--- config.mk ---
export PLATFORM = sky130hd
export DESIGN_NAME = dispTiming
export DESIGN_NICKNAME = d
export VERILOG_FILES = /design/src/rtl/dispTimingPkg.sv /design/src/rtl/dispTimingCtl.sv /design/src/rtl/dispTimingDp.sv /design/src/rtl/dispTiming.sv
export SDC_FILE = /design/constraint.sdc
export NUM_CORES = 1
export LEC_CHECK = 0
export ABC_CLOCK_PERIOD_IN_PS = 2100
export CAP_MARGIN = 20
export CORE_MARGIN = 2
export CORE_UTILIZATION = 49
export CTS_CLUSTER_DIAMETER = 30
export DETAILED_ROUTE_END_ITERATION = 12
export GPL_ROUTABILITY_DRIVEN = 0
export PLACE_DENSITY = 0.78
export REMOVE_ABC_BUFFERS = 1
export SLEW_MARGIN = 20
export SYNTH_ARGS = -nofsm -noshare
export SYNTH_HDL_FRONTEND = slang
export SYNTH_SLANG_ARGS = --single-unit
--- constraint.sdc ---
create_clock -name clk -period 2.1 [get_ports clk]
set_input_delay 0.42 -clock clk [delete_from_list [all_inputs] [get_ports clk]]
set_output_delay 0.42 -clock clk [all_outputs]
set_load 0.1 [all_outputs]
--- src/rtl/dispTimingPkg.sv ---
package dispTimingPkg;

  // Strobes from the control half to the datapath half
  typedef struct packed {
    logic restartBlink;  // sync write: blink count and phase to zero
    logic restartScan;   // sync or mode change: scan back to position 0
    logic advance;       // one timer tick this cycle
    logic wideSel;       // current layout is the wide one
    logic capture;       // latch readback byte
  } tmgStrobes_t;

  localparam int unsigned SYNC_BIT  = 4;
  localparam int unsigned CLEAR_BIT = 5;
  localparam int unsigned MODE_BIT  = 6;

endpackage

--- src/rtl/dispTimingCtl.sv ---
module dispTimingCtl
  import dispTimingPkg::*;
(
  input  logic        clk,
  input  logic        rstN,
  input  logic        cfgWrEn,
  input  logic [7:0]  cfgWrData,
  input  logic        cfgRdEn,
  input  logic        tickEn,
  output tmgStrobes_t strb,
  output logic [3:0]  lowBits,
  output logic        modeQ,
  output logic        clrReq
);

  logic syncHit;
  logic modeFlip;
  logic unusedTopBit;

  // The top bit of a written byte carries no setting
  assign unusedTopBit = cfgWrData[7];

  assign syncHit  = cfgWrEn & cfgWrData[SYNC_BIT];
  assign modeFlip = cfgWrEn & (cfgWrData[MODE_BIT] != modeQ);

  always_comb begin
    strb.restartBlink = syncHit;
    strb.restartScan  = syncHit | modeFlip;
    strb.advance      = tickEn;
    strb.wideSel      = ~modeQ;
    strb.capture      = cfgRdEn;
  end

  always_ff @(posedge clk or negedge rstN) begin
    if (!rstN) begin
      lowBits <= 4'h0;
      modeQ   <= 1'b0;
      clrReq  <= 1'b0;
    end else begin
      clrReq <= cfgWrEn & cfgWrData[CLEAR_BIT];
      if (cfgWrEn) begin
        lowBits <= cfgWrData[3:0];
        modeQ   <= cfgWrData[MODE_BIT];
      end
    end
  end

endmodule

--- src/rtl/dispTimingDp.sv ---
module dispTimingDp
  import dispTimingPkg::*;
#(
  parameter int unsigned BLINK_TICKS   = 256,
  parameter int unsigned WIDE_DIGITS   = 96,
  parameter int unsigned NARROW_DIGITS = 48,
  localparam int unsigned SCAN_W = $clog2(WIDE_DIGITS)
)(
  input  logic              clk,
  input  logic              rstN,
  input  tmgStrobes_t       strb,
  input  logic [3:0]        lowBits,
  input  logic              modeQ,
  output logic              blinkPhase,
  output logic [SCAN_W-1:0] scanIdx,
  output logic [7:0]        cfgRdData
);

  localparam logic [SCAN_W-1:0] WIDE_LAST   = SCAN_W'(WIDE_DIGITS - 1);
  localparam logic [SCAN_W-1:0] NARROW_LAST = SCAN_W'(NARROW_DIGITS - 1);

  logic [SCAN_W-1:0] scanLast;
  logic              blinkWrap;

  // Blink timer: a parameter selects a counted or a direct variant
  generate
    if (BLINK_TICKS > 1) begin : gCounted
      localparam int unsigned BLINK_W = $clog2(BLINK_TICKS);
      localparam logic [BLINK_W-1:0] BLINK_LAST = BLINK_W'(BLINK_TICKS - 1);
      logic [BLINK_W-1:0] blinkCnt;

      assign blinkWrap = strb.advance && (blinkCnt == BLINK_LAST);

      always_ff @(posedge clk or negedge rstN) begin
        if (!rstN) begin
          blinkCnt <= '0;
        end else if (strb.restartBlink) begin
          blinkCnt <= '0;
        end else if (strb.advance) begin
          blinkCnt <= blinkWrap ? '0 : blinkCnt + 1'b1;
        end
      end
    end else begin : gDirect
      assign blinkWrap = strb.advance;
    end
  endgenerate

  always_ff @(posedge clk or negedge rstN) begin
    if (!rstN) begin
      blinkPhase <= 1'b0;
    end else if (strb.restartBlink) begin
      blinkPhase <= 1'b0;
    end else if (blinkWrap) begin
      blinkPhase <= ~blinkPhase;
    end
  end

  // Multiplex scan counter
  assign scanLast = strb.wideSel ? WIDE_LAST : NARROW_LAST;

  always_ff @(posedge clk or negedge rstN) begin
    if (!rstN) begin
      scanIdx <= '0;
    end else if (strb.restartScan) begin
      scanIdx <= '0;
    end else if (strb.advance) begin
      scanIdx <= (scanIdx >= scanLast) ? '0 : scanIdx + 1'b1;
    end
  end

  // Readback: live phase on top, command strobes read as zero
  always_ff @(posedge clk or negedge rstN) begin
    if (!rstN) begin
      cfgRdData <= 8'h00;
    end else if (strb.capture) begin
      cfgRdData <= {blinkPhase, modeQ, 2'b00, lowBits};
    end
  end

endmodule

--- src/rtl/dispTiming.sv ---
module dispTiming
  import dispTimingPkg::*;
#(
  parameter int unsigned BLINK_TICKS   = 256,
  parameter int unsigned WIDE_DIGITS   = 96,
  parameter int unsigned NARROW_DIGITS = 48,
  localparam int unsigned SCAN_W = $clog2(WIDE_DIGITS)
)(
  input  logic              clk,
  input  logic              rstN,
  input  logic              cfgWrEn,
  input  logic [7:0]        cfgWrData,
  input  logic              cfgRdEn,
  input  logic              tickEn,
  output logic              blinkPhase,
  output logic [SCAN_W-1:0] scanIdx,
  output logic              clrReq,
  output logic              narrowMode,
  output logic [7:0]        cfgRdData
);

  tmgStrobes_t strb;
  logic [3:0]  lowBits;
  logic        modeQ;

  dispTimingCtl uCtl (
    .clk       (clk),
    .rstN      (rstN),
    .cfgWrEn   (cfgWrEn),
    .cfgWrData (cfgWrData),
    .cfgRdEn   (cfgRdEn),
    .tickEn    (tickEn),
    .strb      (strb),
    .lowBits   (lowBits),
    .modeQ     (modeQ),
    .clrReq    (clrReq)
  );

  dispTimingDp #(
    .BLINK_TICKS   (BLINK_TICKS),
    .WIDE_DIGITS   (WIDE_DIGITS),
    .NARROW_DIGITS (NARROW_DIGITS)
  ) uDp (
    .clk        (clk),
    .rstN       (rstN),
    .strb       (strb),
    .lowBits    (lowBits),
    .modeQ      (modeQ),
    .blinkPhase (blinkPhase),
    .scanIdx    (scanIdx),
    .cfgRdData  (cfgRdData)
  );

  assign narrowMode = modeQ;

endmodule

# Word level (Yosys, flattened, before mapping)
# Cells that the tools add are included.
# word_totals
register_bits,28
latch_bits,0
mem_bits_rw,0
rom_bits,0
output_inout_bits,18
elab_cells,30
memories,0
# classes
add_sub_neg,2
n_mul,0
div,0
magnitude_cmp,1
eq_ne,2
n_shift,0
mux,9
n_bitwise,5
reduce_logical,4
# op_table
op,n
7-bit 2-to-1 mux,4
8-bit 2-to-1 mux,3
8-bit by 1-bit adder with 8-bit output (second input constant),1
8-bit equality test (second input constant),1
7-bit by 1-bit adder with 7-bit output (second input constant),1
7-bit greater-or-equal comparator,1
2-bit nonzero test,3
1-bit AND,3
1-bit 2-to-1 mux,2
1-bit logical AND,1
1-bit inequality test,1
1-bit NOT,1
1-bit OR,1

# Longest topological paths before layout
# Gate-level depths: netlist (run 1).
# logic_depth
depth_word,5
mapped_depth,7
depth_no_buf,6

# Hierarchy
# From an unflattened synthesis (run 1), not the netlist that was laid out.
# hier_totals
cells_unflattened,131
hier_area_um2,1426.4
# modules_own_cells
module,n_inst,cells_per_inst,area_per_inst_um2,seq_area_each_um2
dispTimingDp,1,110,1138.6,550.5
dispTimingCtl,1,21,287.8,150.1

# Worst setup path before layout (run 1)
# No wires, ideal clock.
# synth_path
kind,register to register
start,reg uCtl.modeQ
end,reg uDp.scanIdx[4]
setup_time_ps,165
t_arrival_ps,2287
path_slack_ps,-352
path_stages_with_launch,8
n_path_buf,1
path_cell_list,dfrtp_1 > inv_1 > ha_1 > nand3_1 > or4_1 > buf_2 > a32oi_1 > o31ai_1
# synth_between
elab_chain_len,5
elab_cells_between_ends,9
# synth_lines
element,line,text
start: declaration,dispTimingCtl.sv:12,"output logic modeQ,"
start signal: assignment,dispTimingCtl.sv:43,modeQ <= cfgWrData[MODE_BIT];
7-bit 2-to-1 mux,dispTimingDp.sv:59,assign scanLast = strb.wideSel ? WIDE_LAST : NARROW_LAST;
7-bit greater-or-equal comparator,dispTimingDp.sv:67,scanIdx <= (scanIdx >= scanLast) ? '0 : scanIdx + 1'b1;
7-bit 2-to-1 mux,dispTimingDp.sv:67,
7-bit 2-to-1 mux,dispTimingDp.sv:66,end else if (strb.advance) begin
7-bit 2-to-1 mux,dispTimingDp.sv:64,end else if (strb.restartScan) begin
end signal: assignment,dispTimingDp.sv:67,
end: declaration,dispTimingDp.sv:15,"output logic [SCAN_W-1:0] scanIdx,"
# Several ways; a longest one is shown, not always the timed one. The select of a mux whose other input is x is not followed.
# A chain may end at the register's enable or synchronous reset.

# Final worst setup path (run 1)
# Same ends and word-level chain as after synthesis.

==> impl_metrics.py, run 1 <==
metrics = {
    "critical_path": {
        "critPathMaxFanout": 6,
        "startpoint_type": "flip-flop",
        "crit_type": "reg2reg",
        "cp.arrival_ps": 2120,
        "cp-end-kind": "flip-flop",
        "critPathRequiredTime_ps": 2320,
    },
    "timing": {
        "period_share": 0.907,
        "finalSetupViolCount": 0,
        "finalCriticalPeriod_ps": 1900,
        "drv_slew": 0,
        "fin_tns_setup_ps": 0,
        "max_freq_ghz": 0.525,
        "rsz0062_at_grt": "false",
        "hold_violations": 0,
        "fin_skew_ps": 5.01,
        "setup_ws_ps": 196,
        "hold_slack_ps": 448,
    },
    "cts": {
        "postCtsSetupRepairBufs": 0,
        "cts_buffers": 3,
        "cts_resized": 0,
        "clock_sinks": 28,
        "cts_buffer_depth": 2,
        "hold_buffers": 0,
        "cts-root-buf": "clkbuf_4",
        "htree_num_levels": 1,
        "cts_tree": "done",
        "cts.reportedPaths.clkPinSlew_ps": 150,
        "clk_latency_ps": 320,
    },
    "logic_synthesis": {
        "yosysMostFrequentCell": "dfrtp_1",
        "syn_inst": 134,
        "yosysTopAreaCellShare": 0.508,
        "synth_common_cells": "dfrtp_1, nand2_1, mux2_2, nor2_1, o21ai_0",
        "yosysTopAreaCell": "dfrtp_1",
        "syn-mean-instance-area_sq_um": 10.3,
        "async_reset_ff_frac": 1.00,
        "synth_top_flop_cell": "dfrtp_1",
        "synth_area_leaders": "dfrtp_1, mux2_2, ha_1",
        "synth_area_sq_um": 1380,
        "yosysWarnings": 0,
        "ys_seq_elements": 28,
        "synth.distinct_cells": 36,
        "synth_edf_count": 0,
        "ys_seq_area_frac": 0.508,
    },
    "die": {
        "ioPinCount": 31,
        "fp-row-count": 19,
        "core_sq_um": 2710,
        "die-height_microns": 57.0,
        "fp.dieW_microns": 57.0,
        "start_util": 0.509,
        "dieArea_sq_um": 3250,
    },
    "placed_design": {
        "dp_hpwl_microns": 2110,
        "portBuffers": 27,
        "dp_slack_ps": 97.6,
        "dp_cells": 193,
    },
    "routing": {
        "drtAntennaViolNets": 0,
        "wl_microns": 2740,
        "drc": 0,
        "vias": 1108,
        "viasPerCell": 5.62,
        "wl_per_cell_microns": 13.9,
        "dr.pass1.iters": 6,
        "drtIter0Drc": 35,
    },
    "finish": {
        "instances_no_fill": 197,
        "syn_to_final_growth_pct": 24.7,
        "drive_above_1_share": 0.229,
        "fin_nets": 185,
        "fillCellCount": 248,
        "n_antenna_cell": 0,
    },
    "pwr": {
        "peakVddDrop_mv": 0.803,
        "power_leakage_uw": 0.000815,
        "total_power_uw": 1500,
        "cellPowerDensity_nw_per_um2": 873,
    },
    "worst_hold_path": {
        "hp-class": "in2async",
    },
    "global_route": {
        "grt_pass1_vias": 1081,
        "grt_max_degree": 29,
        "grt_pass1_wl_microns": 4760,
        "grt-ovfl-total": 0,
        "grt_use_total": 0.184,
        "antenna_found_initial": 0,
    },
    "flow_run": {
        "maxCapViolCount": 0,
    },
    "outcome": {
        "outcome": "finished, final reports clean",
    },
}
## final cells by class
cell class	instances	area [sq um]	area share
multi-input cells	95	626	0.364
inverters	5	18.8	0.0109
clock inverters	1	30.0	0.0175
clock buffers	3	22.5	0.0131
repair buffers	34	283	0.164
flip-flops and latches	28	701	0.408
well taps	31	38.8	0.0226
## path summary, 6_finish.rpt
check                                            start                                   end  slack (ps)  depth (start not counted)
setup / recovery                uCtl.modeQ$_DFFE_PN0P_            uDp.scanIdx[4]$_DFFE_PN0P_         200                          6
hold / removal                                    rstN  uDp.gCounted.blinkCnt[4]$_DFFE_PN0P_         450                          2
setup reg to reg                uCtl.modeQ$_DFFE_PN0P_            uDp.scanIdx[4]$_DFFE_PN0P_         200                          6
hold reg to reg            uCtl.lowBits[0]$_DFFE_PN0P_          uDp.cfgRdData[0]$_DFFE_PN0P_         520                          1
max in group asynchronous                         rstN            uDp.scanIdx[0]$_DFFE_PN0P_        1390                          2
min in group clk           uCtl.lowBits[0]$_DFFE_PN0P_          uDp.cfgRdData[0]$_DFFE_PN0P_         520                          1
## flip-flops by register name, indices dropped and copies added, names as in the netlist
register               cells
uCtl.clrReq                1
uCtl.lowBits               4
uCtl.modeQ                 1
uDp.blinkPhase             1
uDp.cfgRdData              6
uDp.gCounted.blinkCnt      8
uDp.scanIdx                7
## worst max-delay path, cell delays in order (launching register included)
cell and delay, ps:
dfrtp_1 470, inv_1 80, ha_1 300, nand3_1 90, or4_1 520, a32oi_1 240, o31ai_1 90
## power breakdown
group	internal (uW)	leakage (uW)	switching, uW
sequential	595	0.000363	49.8
clock	193	0.0000279	153
combinational	135	0.000425	375
total	923	0.000815	578
## cell families (layout without fill, tap and decap cells)
group,Yosys count,count (layout),share of synthesized area
buf+inv,12,43,0.0408
mux,11,11,0.0889
other cells,1,2,0.00272
xor+xnor,7,7,0.0445
compound gates,25,25,0.115
simple gates,45,45,0.154
fa+ha+maj,5,5,0.0454
flops,28,28,0.508
## stage by stage
stage	util	cell area [sq um]
after global placement	0.615	1670
after global routing	0.634	1720
after CTS	0.634	1720
final	0.634	1720
after floorplan	-	1350
after detailed placement	0.615	1670
## placed cells by master, fill, tap and decap left out, drive strengths merged, types with 2 or more instances in the layout
cell,instances
dfrtp,28
buf,23
nand2,16
clkdlybuf4s50,11
nor2,10
mux2,10
o21ai,7
nand3,6
xor2,6
a21oi,5
ha,5
inv,5
clkbuf,3
and2,3
a31oi,2
o22ai,2
nor3,2
o21a,2
and3,2
nand4,2
conb,2
## per-layer routing
metal | vias up | GRT usage | routed length (microns)
li1 | 533 | - | -
met1 | 540 | 0.250 | 1190
met2 | 29 | 0.297 | 1380
met3 | 6 | 0.0272 | 122
met4 | 0 | 0.0698 | 42
met5 | - | 0 | 0
Power figures use the tool's default switching activity.
==> inputs of run 2 (changes only) <==
--- a/config.mk
+++ b/config.mk
@@ -5,14 +5,15 @@
 export SDC_FILE = /design/constraint.sdc
 export NUM_CORES = 1
 export LEC_CHECK = 0
+export ABC_AREA = 1
 export ABC_CLOCK_PERIOD_IN_PS = 2100
 export CAP_MARGIN = 20
 export CORE_MARGIN = 2
-export CORE_UTILIZATION = 49
-export CTS_CLUSTER_DIAMETER = 30
+export CORE_UTILIZATION = 50
+export CTS_CLUSTER_DIAMETER = 50
 export DETAILED_ROUTE_END_ITERATION = 12
 export GPL_ROUTABILITY_DRIVEN = 0
-export PLACE_DENSITY = 0.78
+export PLACE_DENSITY = 0.79
 export REMOVE_ABC_BUFFERS = 1
 export SLEW_MARGIN = 20
 export SYNTH_ARGS = -nofsm -noshare
==> impl_metrics.py, run 2 <==
metrics = {
    "finish": {
        "layout_commonest_cell": "nand2_1",
        "n_antenna_cell": 0,
        "largest_reg_flops": 8,
        "drive_above_1_share": 0.141,
        "fin_nets": 239,
        "reg_top3": "uDp.gCounted.blinkCnt (8), uDp.scanIdx (7), uDp.cfgRdData (6)",
        "final_cell_mix": "nand2_1, nor2_1, dfrtp_1",
        "final_area_sq_um": 1780,
        "top_register": "uDp.gCounted.blinkCnt",
        "instances_no_fill": 251,
        "syn_to_final_growth_pct": 22.6,
    },
    "global_route": {
        "grt-ovfl-total": 0,
        "grt_pass1_vias": 1277,
        "grt_pass1_wl_microns": 5290,
        "antenna_found_initial": 0,
        "grt_use_total": 0.206,
        "grt_max_degree": 29,
    },
    "critical_path": {
        "cp-endpoint": "uDp.scanIdx[0]$_DFFE_PN0P_",
        "cp-end-kind": "flip-flop",
        "startpoint_type": "flip-flop",
        "worst_path_largest_cell_delay_ps": 480,
        "cp_common_cell": "nand2_1",
        "cp-startpoint": "uCtl.modeQ$_DFFE_PN0P_",
        "path_cells": "inv_1 -> ha_1 -> nand2_1 -> nor2_1 -> nor2_1 -> nand2_1 -> nor2_1 -> nand2_1 -> nand2_1",
        "reg2reg_slack_ps": 380,
        "r2r_end": "uDp.scanIdx[0]$_DFFE_PN0P_",
        "crit_family": "simple AND/OR/NAND/NOR gates",
        "critical_path.n_buffers_inverters": 1,
        "critPathRequiredTime_ps": 2390,
        "crit_type": "reg2reg",
        "cp.arrival_ps": 2000,
        "r2r_cells": 9,
        "r2r-start": "uCtl.modeQ$_DFFE_PN0P_",
        "cp.depth": 9,
        "critPathMaxFanout": 5,
        "worst_path_max_delay_cell": "dfrtp_1",
    },
    "timing": {
        "rsz0062_at_grt": "false",
        "period_share": 0.817,
        "fin_skew_ps": 9.03,
        "setup_ws_ps": 385,
        "finalCriticalPeriod_ps": 1720,
        "hold_violations": 0,
        "max_freq_ghz": 0.583,
        "fin_tns_setup_ps": 0,
        "finalSetupViolCount": 0,
        "drv_slew": 0,
    },
    "routing": {
        "drtIter0Drc": 35,
        "wl_per_cell_microns": 12.5,
        "drtAntennaViolNets": 0,
        "vias": 1311,
        "wl_microns": 3140,
        "viasPerCell": 5.22,
        "drc": 0,
        "dr.pass1.iters": 4,
    },
    "pwr": {
        "switching_share": 0.373,
        "p_clk_frac": 0.253,
        "pwr-share-comb": 0.300,
        "net-switching-power_uw": 523,
        "intPower_uw": 880,
        "seqPwrFrac": 0.447,
        "peakVddDrop_mv": 0.697,
        "power_leakage_uw": 0.000925,
        "cellPowerDensity_nw_per_um2": 788,
    },
    "logic_synthesis": {
        "synth_area_leaders": "dfrtp_1, nand2_1, nor2_1",
        "syn-mean-instance-area_sq_um": 7.69,
        "yosysMostFrequentCell": "nand2_1",
        "synth_top_flop_cell": "dfrtp_1",
        "synth_area_sq_um": 1450,
        "yosysTopAreaCellShare": 0.482,
        "ys_seq_elements": 28,
        "synth_common_cells": "nand2_1, nor2_1, dfrtp_1, inv_1, nand3_1",
        "synth_edf_count": 0,
        "yosysWarnings": 0,
        "synth.distinct_cells": 22,
        "syn_inst": 189,
        "ys_seq_area_frac": 0.482,
        "yosysTopAreaCell": "dfrtp_1",
        "async_reset_ff_frac": 1.00,
    },
    "placed_design": {
        "postPlaceCellArea_sq_um": 1730,
        "dp_slack_ps": 290,
        "portBuffers": 27,
        "dp_hpwl_microns": 2450,
        "dp_cells": 247,
    },
    "cts": {
        "clock_sinks": 28,
        "clk_latency_ps": 330,
        "cts_resized": 0,
        "htree_num_levels": 1,
        "cts_buffer_depth": 2,
        "cts-root-buf": "clkbuf_4",
        "cts_tree": "done",
        "postCtsSetupRepairBufs": 0,
        "cts_buffers": 3,
        "cts.reportedPaths.clkPinSlew_ps": 160,
        "hold_buffers": 0,
    },
    "die": {
        "fp-row-count": 19,
        "dieArea_sq_um": 3350,
        "start_util": 0.527,
        "ioPinCount": 31,
        "die-height_microns": 57.9,
        "fp.dieW_microns": 57.9,
        "core_sq_um": 2760,
    },
    "flow_run": {
        "maxCapViolCount": 0,
    },
    "worst_hold_path": {
        "hp-class": "in2async",
    },
    "outcome": {
        "outcome": "finished, final reports clean",
    },
}
-- run 2: cell count changes after synthesis, sizes merged, moves of 2 or more --
| cell | previous run | this run |
|---|---|---|
| nand2 | 16 | 59 |
| nor2 | 10 | 30 |
| inv | 5 | 22 |
| mux2 | 10 | 1 |
| nand3 | 6 | 12 |
| and2 | 3 | 0 |
| o21ai | 7 | 10 |
| xor2 | 6 | 3 |
| and3 | 2 | 0 |
| buf | 5 | 3 |
| nor3 | 2 | 0 |
| o21a | 2 | 0 |
| o22ai | 2 | 0 |
-- run 2: metal layers --
layer	vias to the layer above	track usage	wire [microns]	share of wire
li1	654	-	-	-
met1	614	0.246	1310	0.42
met2	36	0.375	1650	0.53
met3	7	0.0246	121	0.039
met4	0	0.0797	56	0.018
met5	-	0	0	0
-- run 2: worst min path at each step --
stage	to	slack [ps]	depth (start not counted)
global route	uCtl.lowBits[3]$_DFFE_PN0P_	480	2
global placement	uDp.cfgRdData[7]$_DFFE_PN0P_	500	1
finish	uDp.gCounted.blinkCnt[7]$_DFFE_PN0P_	440	2
floorplan	uCtl.clrReq$_DFF_PN0_	120	0
detailed placement	uDp.cfgRdData[7]$_DFFE_PN0P_	510	1
CTS	uDp.gCounted.blinkCnt[7]$_DFFE_PN0P_	440	2
-- run 2: power by group through the flow --
stage                     combinational [uW]  sequential [uW]  clock, uW
final                                    420              627        355
after global routing                     448              632        372
after global placement                   414              633          0
after CTS                                423              627        360
after detailed placement                 422              636          0
after floorplan                          106              829          0
-- run 2: through the flow --
step	hold slack [ps]	power [uW]	util
after floorplan	124	935	-
after global placement	499	1050	0.627
after detailed placement	506	1060	0.627
after CTS	444	1410	0.646
after global routing	479	1450	0.646
final	437	1400	0.646
-- run 2: area by class of cell --
| cell class | count | area [sq um] |
|---|---|---|
| fill | 250 | 977 |
| multi-input combinational | 135 | 646 |
| tap | 31 | 38.8 |
| clock buffer | 3 | 22.5 |
| timing repair buffer | 31 | 260 |
| clock inverter | 1 | 30.0 |
| sequential | 28 | 701 |
| inverter | 22 | 82.6 |
-- run 2: worst reg2reg max path, stage by stage (launching register included) --
cell     delay [ps]
dfrtp_1         480
inv_1           150
ha_1            290
nand2_1          80
nor2_1           40
nor2_1           80
nand2_1         110
nor2_1          260
nand2_1         100
nand2_1          80
-- run 2: kinds of logic (layout without fill, tap and decap cells) --
logic type               Yosys count  in the layout  synth area share
flip-flops                        28             28             0.482
multiplexers                       1              1           0.00775
buffers and inverters             27             57            0.0758
XOR/XNOR                           4              4            0.0241
other                              1              2           0.00258
AND/OR/NAND/NOR                  104            104             0.291
AO/OA/AOI/OAI                     19             19            0.0732
adder cells (fa/ha/maj)            5              5            0.0431
